[src/rtl/rstp_pkg.sv]
package rstp_pkg;

   typedef enum logic [1:0] {
      OP_NONE    = 2'd0,
      OP_PULSE   = 2'd1,
      OP_ASSERT  = 2'd2,
      OP_RELEASE = 2'd3
   } rstp_op_e;

   typedef enum logic [1:0] {
      ST_IDLE    = 2'd0,
      ST_HOLD    = 2'd1,
      ST_RECOVER = 2'd2
   } rstp_st_e;

   function automatic int unsigned max3(input int unsigned a, input int unsigned b,
                                        input int unsigned c);
      int unsigned m;
      m = (a > b) ? a : b;
      return (m > c) ? m : c;
   endfunction

endpackage

[src/rtl/rstp_sync.sv]
module rstp_sync #(
   parameter int unsigned STAGES = 2
) (
   input  logic clk_i,
   input  logic rst_ni,
   input  logic async_i,
   output logic sync_o
);
   initial begin
      if (STAGES < 2) $error("rstp_sync: STAGES must be at least 2");
   end

   logic [STAGES-1:0] chain_q;

   always_ff @(posedge clk_i or negedge rst_ni) begin
      if (!rst_ni) chain_q <= '0;
      else         chain_q <= {chain_q[STAGES-2:0], async_i};
   end

   assign sync_o = chain_q[STAGES-1];
endmodule

[src/rtl/rstp_cdown.sv]
module rstp_cdown #(
   parameter int unsigned W = 8
) (
   input  logic         clk_i,
   input  logic         rst_ni,
   input  logic         load_i,
   input  logic [W-1:0] val_i,
   output logic         zero_o
);
   initial begin
      if (W < 1) $error("rstp_cdown: W must be positive");
   end

   logic [W-1:0] cnt_q;

   always_ff @(posedge clk_i or negedge rst_ni) begin
      if (!rst_ni)            cnt_q <= '0;
      else if (load_i)        cnt_q <= val_i;
      else if (cnt_q != '0)   cnt_q <= cnt_q - 1'b1;
   end

   assign zero_o = (cnt_q == '0);

   p_cnt_down_r2: assert property (@(posedge clk_i) disable iff (!rst_ni)
      (!load_i && cnt_q != '0) |=> (cnt_q == $past(cnt_q) - 1'b1));
endmodule

[src/rtl/rstp_ctrl.sv]
module rstp_ctrl
   import rstp_pkg::*;
#(
   parameter int unsigned PIN_W       = 8,
   parameter int unsigned RST_BIT     = 7,
   parameter bit          READBACK_EN = 1'b1,
   parameter int unsigned SYNC_STAGES = 2,
   parameter int unsigned HOLD_CYC    = 12_500_000,
   parameter int unsigned TIMEOUT_CYC = 250_000_000,
   parameter int unsigned RECOVER_CYC = 25_000_000
) (
   input  logic             clk_i,
   input  logic             rst_ni,
   input  logic             cmd_valid_i,
   input  logic [1:0]       cmd_op_i,
   input  logic [PIN_W-1:0] pin_rd_i,
   output logic [PIN_W-1:0] pin_drv_o,
   output logic             busy_o,
   output logic             done_o,
   output logic             err_o
);
   localparam int unsigned REC_CYC = READBACK_EN ? TIMEOUT_CYC : RECOVER_CYC;
   localparam int unsigned MAX_CYC = max3(HOLD_CYC, TIMEOUT_CYC, RECOVER_CYC);
   localparam int unsigned CNT_W   = $clog2(MAX_CYC + 1);
   localparam logic [CNT_W-1:0] HOLD_LD = CNT_W'(HOLD_CYC - 1);
   localparam logic [CNT_W-1:0] REC_LD  = CNT_W'(REC_CYC - 1);

   initial begin
      if (RST_BIT >= PIN_W) $error("rstp_ctrl: RST_BIT outside pin word");
      if (HOLD_CYC < 1)     $error("rstp_ctrl: HOLD_CYC must be at least 1");
      if (REC_CYC < 1)      $error("rstp_ctrl: recovery count must be at least 1");
   end

   rstp_st_e         st_q;
   logic             line_low_q, done_q, err_q;
   logic             tmr_load, tmr_zero, rb_high, accept;
   logic [CNT_W-1:0] tmr_val;
   rstp_op_e         op;

   assign op     = rstp_op_e'(cmd_op_i);
   assign accept = (st_q == ST_IDLE) && cmd_valid_i && (op != OP_NONE);

   // readback path: present only when the level can be read
   generate
      if (READBACK_EN) begin : g_rb
         rstp_sync #(.STAGES(SYNC_STAGES)) u_sync (
            .clk_i  (clk_i),
            .rst_ni (rst_ni),
            .async_i(pin_rd_i[RST_BIT]),
            .sync_o (rb_high)
         );
      end else begin : g_no_rb
         assign rb_high = 1'b0;
         p_no_err_r7: assert property (@(posedge clk_i) disable iff (!rst_ni) !err_o);
      end
   endgenerate

   rstp_cdown #(.W(CNT_W)) u_tmr (
      .clk_i (clk_i),
      .rst_ni(rst_ni),
      .load_i(tmr_load),
      .val_i (tmr_val),
      .zero_o(tmr_zero)
   );

   always_comb begin
      tmr_load = 1'b0;
      tmr_val  = '0;
      if (accept && op == OP_PULSE) begin
         tmr_load = 1'b1;
         tmr_val  = HOLD_LD;
      end else if (accept && op == OP_RELEASE) begin
         tmr_load = 1'b1;
         tmr_val  = REC_LD;
      end else if (st_q == ST_HOLD && tmr_zero) begin
         tmr_load = 1'b1;
         tmr_val  = REC_LD;
      end
   end

   always_ff @(posedge clk_i or negedge rst_ni) begin
      if (!rst_ni) begin
         st_q       <= ST_IDLE;
         line_low_q <= 1'b0;
         done_q     <= 1'b0;
         err_q      <= 1'b0;
      end else begin
         done_q <= 1'b0;
         unique case (st_q)
            ST_IDLE: if (accept) begin
               err_q <= 1'b0;
               unique case (op)
                  OP_PULSE: begin
                     line_low_q <= 1'b1;
                     st_q       <= ST_HOLD;
                  end
                  OP_ASSERT: begin
                     line_low_q <= 1'b1;
                     done_q     <= 1'b1;
                  end
                  default: begin
                     line_low_q <= 1'b0;
                     st_q       <= ST_RECOVER;
                  end
               endcase
            end
            ST_HOLD: if (tmr_zero) begin
               line_low_q <= 1'b0;
               st_q       <= ST_RECOVER;
            end
            ST_RECOVER: begin
               if (rb_high) begin
                  done_q <= 1'b1;
                  st_q   <= ST_IDLE;
               end else if (tmr_zero) begin
                  done_q <= 1'b1;
                  err_q  <= READBACK_EN;
                  st_q   <= ST_IDLE;
               end
            end
            default: st_q <= ST_IDLE;
         endcase
      end
   end

   generate
      for (genvar b = 0; b < PIN_W; b++) begin : g_drv
         if (b == RST_BIT) begin : g_line
            assign pin_drv_o[b] = line_low_q;
         end else begin : g_idle
            assign pin_drv_o[b] = 1'b0;
         end
      end
   endgenerate

   assign busy_o = (st_q != ST_IDLE);
   assign done_o = done_q;
   assign err_o  = err_q;

   p_hold_low_r2: assert property (@(posedge clk_i) disable iff (!rst_ni)
      (st_q == ST_HOLD) |-> pin_drv_o[RST_BIT]);
   p_released_end_r4: assert property (@(posedge clk_i) disable iff (!rst_ni)
      (done_o && $past(busy_o)) |-> !pin_drv_o[RST_BIT]);
   p_err_with_done_r6: assert property (@(posedge clk_i) disable iff (!rst_ni)
      $rose(err_o) |-> done_o);
   p_start_by_cmd_r8: assert property (@(posedge clk_i) disable iff (!rst_ni)
      $rose(busy_o) |-> ($past(cmd_valid_i) && !$past(busy_o)));
   p_done_idle_r9: assert property (@(posedge clk_i) disable iff (!rst_ni)
      done_o |-> !busy_o);
   p_err_stable_r9: assert property (@(posedge clk_i) disable iff (!rst_ni)
      ($past(!busy_o) && !$past(cmd_valid_i)) |-> $stable(err_o));
endmodule

[config.mk]
export PLATFORM = sky130hd
export DESIGN_NAME = rstp_ctrl
export DESIGN_NICKNAME = d
export VERILOG_FILES = /design/src/rtl/rstp_pkg.sv /design/src/rtl/rstp_sync.sv /design/src/rtl/rstp_cdown.sv /design/src/rtl/rstp_ctrl.sv
export SDC_FILE = /design/constraint.sdc
export NUM_CORES = 1
export LEC_CHECK = 0
export BUFFER_PORTS_ARGS = -buffer_cell sky130_fd_sc_hd__buf_2
export CORE_UTILIZATION = 25
export CTS_CLUSTER_SIZE = 12
export DETAILED_ROUTE_END_ITERATION = 8
export SYNTH_ARGS = -nofsm -noshare
export SYNTH_HDL_FRONTEND = slang
export SYNTH_SLANG_ARGS = --single-unit
[constraint.sdc]
create_clock -name clk_i -period 2.45 [get_ports clk_i]
set_clock_uncertainty 0.05 [all_clocks]
set_input_delay 0.735 -clock clk_i [delete_from_list [all_inputs] [get_ports clk_i]]
set_output_delay 0.735 -clock clk_i [all_outputs]
set_load 0.01 [all_outputs]
==> qor.txt, run 1 <==
Outcome: completed
Worst-path cell chain: nor4_1, nand3_1, or3_1, a221o_1
Worst slew pin tran: 0.807 ns
Unrepaired setup endpoints after global routing: false
Antenna fix cells: 0
Peak VDD IR: 332 uV
Top Ports: 24
Layout cells sized above 1: 0.186
Placed cell count: 315
Reg2reg setup slack: 0.16 ns
Worst Setup End Kind: flip-flop
CP startpoint kind: flip-flop
Netlist cell types: 50
Max-Cap Viols: 0
RePlAce Congestion: 0.789
H-tree depth: 2
Post-synth EDFFs: 0
DRC Markers: 0
1st-iter DRT viols: 68
Chip Width: 92.3 um
Final setup violation count: 0
Critical-path top delay cell: or3_1
Area of the mapped netlist: 2040 um^2
Syn Inst Count: 206
Crit-path max FO: 7
Largest delay share family, worst path: simple AND/OR/NAND/NOR gates
Placeable Area: 7810 um^2
Final hold slack: 0.309 ns
Post-route ant nets: 0
Die H: 92.3 um
CTS buffer count: 5
Initial Util: 0.261
CP required: 2.57 ns
Area delta synth->final: 12.1%
Multi-input logic area: 1050 um^2
Pin count of the biggest net entering global routing: 36
Grt total ovfl: 0
GRT Overall Usage: 0.114
F_max: 437 MHz
Crit path kind: flip-flop to flip-flop
Total power: 1.80 mW
Setup bufs post-CTS: 0
Worst-path clk slew: 0.07 ns
Cells resized by post-CTS repair: 0
Ys async rst share: 1.00
Via/cell ratio: 4.87
Initial antenna violation count: 0
Worst hold path class: flip-flop to flip-flop
Rel. slew slack: 0.462
Post-synth top flop: dfrtp_1
Nets@finish: 239
Register area: 876 um^2
Sink Count: 35
Register area share after synthesis: 0.430
CP bufs+invs: 0
Clock Latency Late Sink: 0.29 ns
Total wire length: 4.37 mm
FP Rows: 32
Slew Limit Fails: 0
Crit path DAT: 2.41 ns
DPL Wire Length: 3.12 mm
First-pass GRT wire length: 7.60 mm
Vias in the first global route: 1529
Post-CTS Hold Fix Bufs: 0
Fin crit share: 0.935
Critical Path Max Stage Delay: 0.58 ns
Fillers: 833
Fin crit period: 2.29 ns
Final Non-Filler Cells: 323
Full die area: 8510 um^2
Hold Violations, Final: 0
WL per Instance: 13.5 um
LEAKAGE: 0.869 nW
Via count: 1572
Synth Area per Inst: 9.89 um^2
Detailed-router iteration count before antenna repair: 4
CTS Buffer Depth: 2
IO buf count: 9
Pwr Density: 790 nW/um^2
CTS tree: yes
Yosys reg bits: 35
CTS root buf: clkbuf_8
Final TNS setup: 0 ns
Yosys warns: 0
-- final timing paths --
check	startpoint	end	depth (start not counted)
hold reg to reg	g_rb.u_sync.chain_q[0]	g_rb.u_sync.chain_q[1]	0
setup / recovery	u_tmr.cnt_q[22]	st_q[1]	4
max in group asynchronous	rst_ni	err_o	1
setup reg to reg	u_tmr.cnt_q[22]	st_q[1]	4
min in group asynchronous	rst_ni	u_tmr.cnt_q[12]	1
hold / removal	g_rb.u_sync.chain_q[0]	g_rb.u_sync.chain_q[1]	0
-- routing by layer --
layer,vias up,GRT usage,share of wire
met2,19,0.191,0.48
met3,5,0.0224,0.026
met4,0,0.0352,0.012
met5,-,0,0
li1,771,-,-
met1,777,0.149,0.49
-- report_power, final --
group | internal (mW) | switching, mW | total (mW) | leakage [nW]
logic | 0.214 | 0.272 | 0.486 | 0.413
clock network | 0.257 | 0.213 | 0.470 | 0.0515
registers | 0.709 | 0.138 | 0.847 | 0.405
total | 1.18 | 0.624 | 1.80 | 0.869
-- cell type report --
cell class / instances / area share
tap: 102 / 0.0559
sequential: 35 / 0.384
timing repair buffer: 18 / 0.0493
inverter: 5 / 0.00822
clock buffer: 8 / 0.0438
multi-input combinational: 155 / 0.459
-- synth_stat cells (all sizes together), types with 3 or more instances --
cell,count,share of area
buf,14,0.052
o31ai,6,0.025
o211ai,6,0.022
a21oi,7,0.021
nand2,13,0.025
ha,6,0.037
inv,5,0.0092
dfrtp,35,0.43
or2,3,0.0092
nor4,12,0.043
xor2,7,0.030
or4,5,0.024
o21a,3,0.011
or3,8,0.027
o21ai,13,0.032
nand3b,4,0.015
nand3,7,0.017
xnor2,3,0.013
nor3,7,0.022
nand2b,3,0.0092
clkbuf,3,0.0055
nor2,16,0.037
-- registers in the layout (all words and copies together), names as in the netlist --
register             cells
u_tmr.cnt_q             28
g_rb.u_sync.chain_q      2
st_q                     2
done_o                   1
err_o                    1
line_low_q               1
-- cells in the final DEF, fill, tap and decap left out, types with 4 or more instances in the layout --
cell type,instances
ha_1,6
buf_4,9
o211ai_1,6
nor3_1,5
inv_1,5
o21ai_1,5
dfrtp_1,35
nor2_1,15
o21ai_0,8
a21oi_1,5
xor2_1,7
o31ai_1,5
nand3b_1,4
buf_2,9
conb_1,7
or3_1,7
nand3_1,7
nor4_1,10
nand2_1,12
clkbuf_8,7
-- cells by family (layout without fill, tap and decap cells) --
logic type,count (synthesis),after routing,share of synthesized area
flops,35,35,0.430
fa+ha+maj,6,6,0.0369
other cells,1,7,0.00184
buf+inv,22,31,0.0663
simple gates,86,86,0.264
compound gates,46,46,0.158
xor+xnor,10,10,0.0430
-- through the flow --
step | worst slack, ns | area, um^2 | utilization
after floorplan | 0.214 | 2060 | -
after global placement | 0.0923 | 2180 | 0.280
after detailed placement | 0.0595 | 2180 | 0.280
after CTS | 0.161 | 2280 | 0.292
after global routing | 0.0535 | 2280 | 0.292
final | 0.160 | 2280 | 0.292
No activity file was read; power rests on OpenSTA's default activity.
==> run 2: changes to the inputs <==
--- a/config.mk
+++ b/config.mk
@@ -5,6 +5,7 @@
 export SDC_FILE = /design/constraint.sdc
 export NUM_CORES = 1
 export LEC_CHECK = 0
+export ABC_AREA = 1
 export BUFFER_PORTS_ARGS = -buffer_cell sky130_fd_sc_hd__buf_2
 export CORE_UTILIZATION = 25
 export CTS_CLUSTER_SIZE = 12
==> run 2 against run 1 <==
Combinational power up 67%. Final cell count is 40% higher. Maximum frequency grew 20%. Critical endpoint is now u_tmr.cnt_q[5]. Largest cell class unchanged.
==> qor.txt, run 2 <==
Initial antenna violation count: 0 (unchanged)
Outcome: completed
Antenna fix cells: 0 (unchanged)
Pin count of the biggest net entering global routing: 36 (unchanged)
Final setup violation count: 0 (unchanged)
Pwr Density: 884 nW/um^2 (+12%)
Clock Latency Late Sink: 0.30 ns (about the same)
Crit path kind: flip-flop to flip-flop
Post-synth EDFFs: 0 (unchanged)
Cell taking the most area after synthesis: dfrtp_1
Slew Limit Fails: 0 (unchanged)
Syn Inst Count: 325 (+58%)
Ys async rst share: 1.00 (unchanged)
Crit-path max FO: 8 (+1)
Post-route ant nets: 0 (unchanged)
Met2 track demand over resource: 0.194 (+0.00352)
Grt total ovfl: 0 (unchanged)
Met1 usage: 0.153 (+0.00446)
FP Rows: 35 (+9.4%)
H-tree depth: 2 (unchanged)
CP required: 2.58 ns (about the same)
CP startpoint kind: flip-flop
Met3 Use GR: 0.0239 (+0.00151)
Synth Area per Inst: 7.30 um^2 (-26%)
Setup crit start: u_tmr.cnt_q[0]
Worst hold path class: flip-flop to flip-flop
Vias in the first global route: 2000 (+31%)
RePlAce Congestion: 0.887 (+12%)
Crit path DAT: 2.04 ns (-0.37 ns)
Fin crit period: 1.91 ns (-0.385 ns)
CTS buffer count: 5 (unchanged)
DPL Wire Length: 4.13 mm (+32%)
Final TNS setup: 0 ns (unchanged)
Chip Width: 99.4 um (+7.7%)
Critical Path Sink: u_tmr.cnt_q[5]
Busiest metal layer after global routing: met2
Total power: 2.34 mW (+30%)
Total wire length: 5.38 mm (+23%)
Yosys warns: 0 (unchanged)
Area delta synth->final: 11.8%
First-pass GRT wire length: 9.23 mm (+21%)
Ranking of synthesized cells by area: dfrtp_1 37%, nand2_1 10%, nor2_1 10%
WL per Instance: 11.9 um (-12%)
Via count: 2017 (+28%)
Fraction of post-synthesis cell area in the top cell type by area: 0.369 (-0.0606)
Largest register FFs: 28 (unchanged)
Nets@finish: 359 (+50%)
Core Util, Final: 0.288 (-0.00417)
Yosys reg bits: 35 (unchanged)
Worst-path clk slew: 0.07 ns (about the same)
Post-synth top flop: dfrtp_1
Netlist cell types: 29 (-42%)
IO buf count: 9 (unchanged)
RR Startpoint: u_tmr.cnt_q[0]
Hold Violations, Final: 0 (unchanged)
Reg2reg setup slack: 0.54 ns (+0.38 ns)
Via/cell ratio: 4.46 (-8.3%)
Peak VDD IR: 334 uV (+0.57%)
F_max: 525 MHz (+20%)
Cells resized by post-CTS repair: 0 (unchanged)
DRC Markers: 0 (unchanged)
CTS root buf: clkbuf_8
Reg with most FFs: u_tmr.cnt_q
Placeable Area: 9200 um^2 (+18%)
LEAKAGE: 1.30 nW (+49%)
Worst slew pin tran: 0.807 ns (-0.000775 ns)
Setup bufs post-CTS: 0 (unchanged)
Detailed-router iteration count before antenna repair: 4 (unchanged)
Worst Setup End Kind: flip-flop
Unrepaired setup endpoints after global routing: false
Register area: 876 um^2 (unchanged)
Fin crit share: 0.778 (-0.157)
Multi-input logic area: 1260 um^2 (+21%)
Post-CTS Hold Fix Bufs: 0 (unchanged)
Reg2reg path depth: 9 (+5)
Sink Count: 35 (unchanged)
Layout cells sized above 1: 0.132 (-0.0536)
Max-Cap Viols: 0 (unchanged)
Area of the mapped netlist: 2370 um^2 (+16%)
Rel. slew slack: 0.462 (+0.000517)
GRT Overall Usage: 0.119 (+0.00449)
CTS Buffer Depth: 2 (unchanged)
Top Ports: 24 (unchanged)
Fillers: 1014 (+22%)
Die H: 99.4 um (+7.7%)
Full die area: 9880 um^2 (+16%)
Initial Util: 0.258 (-0.00307)
Worst R2R End: u_tmr.cnt_q[5]
Most frequent cells in the layout: 63 x nand2_1, 63 x nor2_1, 46 x inv_1
CTS tree: yes
1st-iter DRT viols: 87 (+28%)
Biggest regs: u_tmr.cnt_q x28, g_rb.u_sync.chain_q x2, st_q x2
Register area share after synthesis: 0.369 (-0.0606)
List of most frequent post-synthesis cells: 63 x nand2_1, 63 x nor2_1, 46 x inv_1, 35 x dfrtp_1, 20 x nand3_1
[run 2: cell count changes after synthesis, sizes merged, moves of 5 or more]
| cell | previous run | this run |
|---|---|---|
| or4 | 5 | 0 |
| or3 | 8 | 0 |
| nand4 | 1 | 10 |
| nor2 | 16 | 76 |
| nand2 | 13 | 72 |
| buf | 14 | 8 |
| nor4 | 12 | 0 |
| inv | 5 | 48 |
| nand3 | 7 | 21 |
[run 2: worst min-delay path by stage]
stage                                start                     end  slack (ns)  cells after the start
detailed placement  g_rb.u_sync.chain_q[0]  g_rb.u_sync.chain_q[1]        0.29                      0
global route        g_rb.u_sync.chain_q[0]  g_rb.u_sync.chain_q[1]        0.32                      0
global placement    g_rb.u_sync.chain_q[0]  g_rb.u_sync.chain_q[1]        0.29                      0
CTS                 g_rb.u_sync.chain_q[0]  g_rb.u_sync.chain_q[1]        0.31                      0
finish              g_rb.u_sync.chain_q[0]  g_rb.u_sync.chain_q[1]        0.30                      0
floorplan           g_rb.u_sync.chain_q[0]  g_rb.u_sync.chain_q[1]        0.28                      0
[run 2: per-stage QoR]
stage,worst slack (ns),hold slack (ns),cells,area [um^2]
floorplan,0.531,0.281,331,2390
global placement,0.258,0.289,444,2520
detailed placement,0.238,0.288,444,2520
CTS,0.532,0.306,452,2650
global route,0.332,0.323,452,2650
finish,0.545,0.303,452,2650
[run 2: layout make-up]
type / instances / share of cell area
multi-input cells: 239 / 0.477
flip-flops and latches: 35 / 0.330
inverters: 48 / 0.0680
well taps: 111 / 0.0524
clock buffers: 6 / 0.0274
clock inverters: 2 / 0.0227
repair buffers: 11 / 0.0227
[run 2: logic make-up after synthesis]
kind of cell / count (synthesis) / synth area share
simple gates: 188 / 0.387
buf+inv: 57 / 0.107
flops: 35 / 0.369
compound gates: 29 / 0.0702
xor+xnor: 9 / 0.0332
fa+ha+maj: 6 / 0.0317
other cells: 1 / 0.00158
[run 2: metal layers]
| metal | vias up | wire length [um] |
|---|---|---|
| met3 | 12 | 189 |
| li1 | 1035 | - |
| met4 | 0 | 103 |
| met1 | 935 | 2680 |
| met2 | 35 | 2400 |
| met5 | - | 0 |
[run 2: critical path, cell delays in order (launching register included)]
cell and delay [ns]:
dfrtp_1 0.38, inv_1 0.11, ha_1 0.20, nand2_1 0.08, nor2_1 0.17, nand2_2 0.12
nor2_8 0.22, nand4_1 0.24, inv_2 0.17, a21oi_1 0.06
[run 2: report_power, final]
group	leakage [nW]	internal, mW	switching [mW]
Sequential	0.403	0.748	0.149
Combinational	0.829	0.282	0.531
Clock	0.0654	0.407	0.227
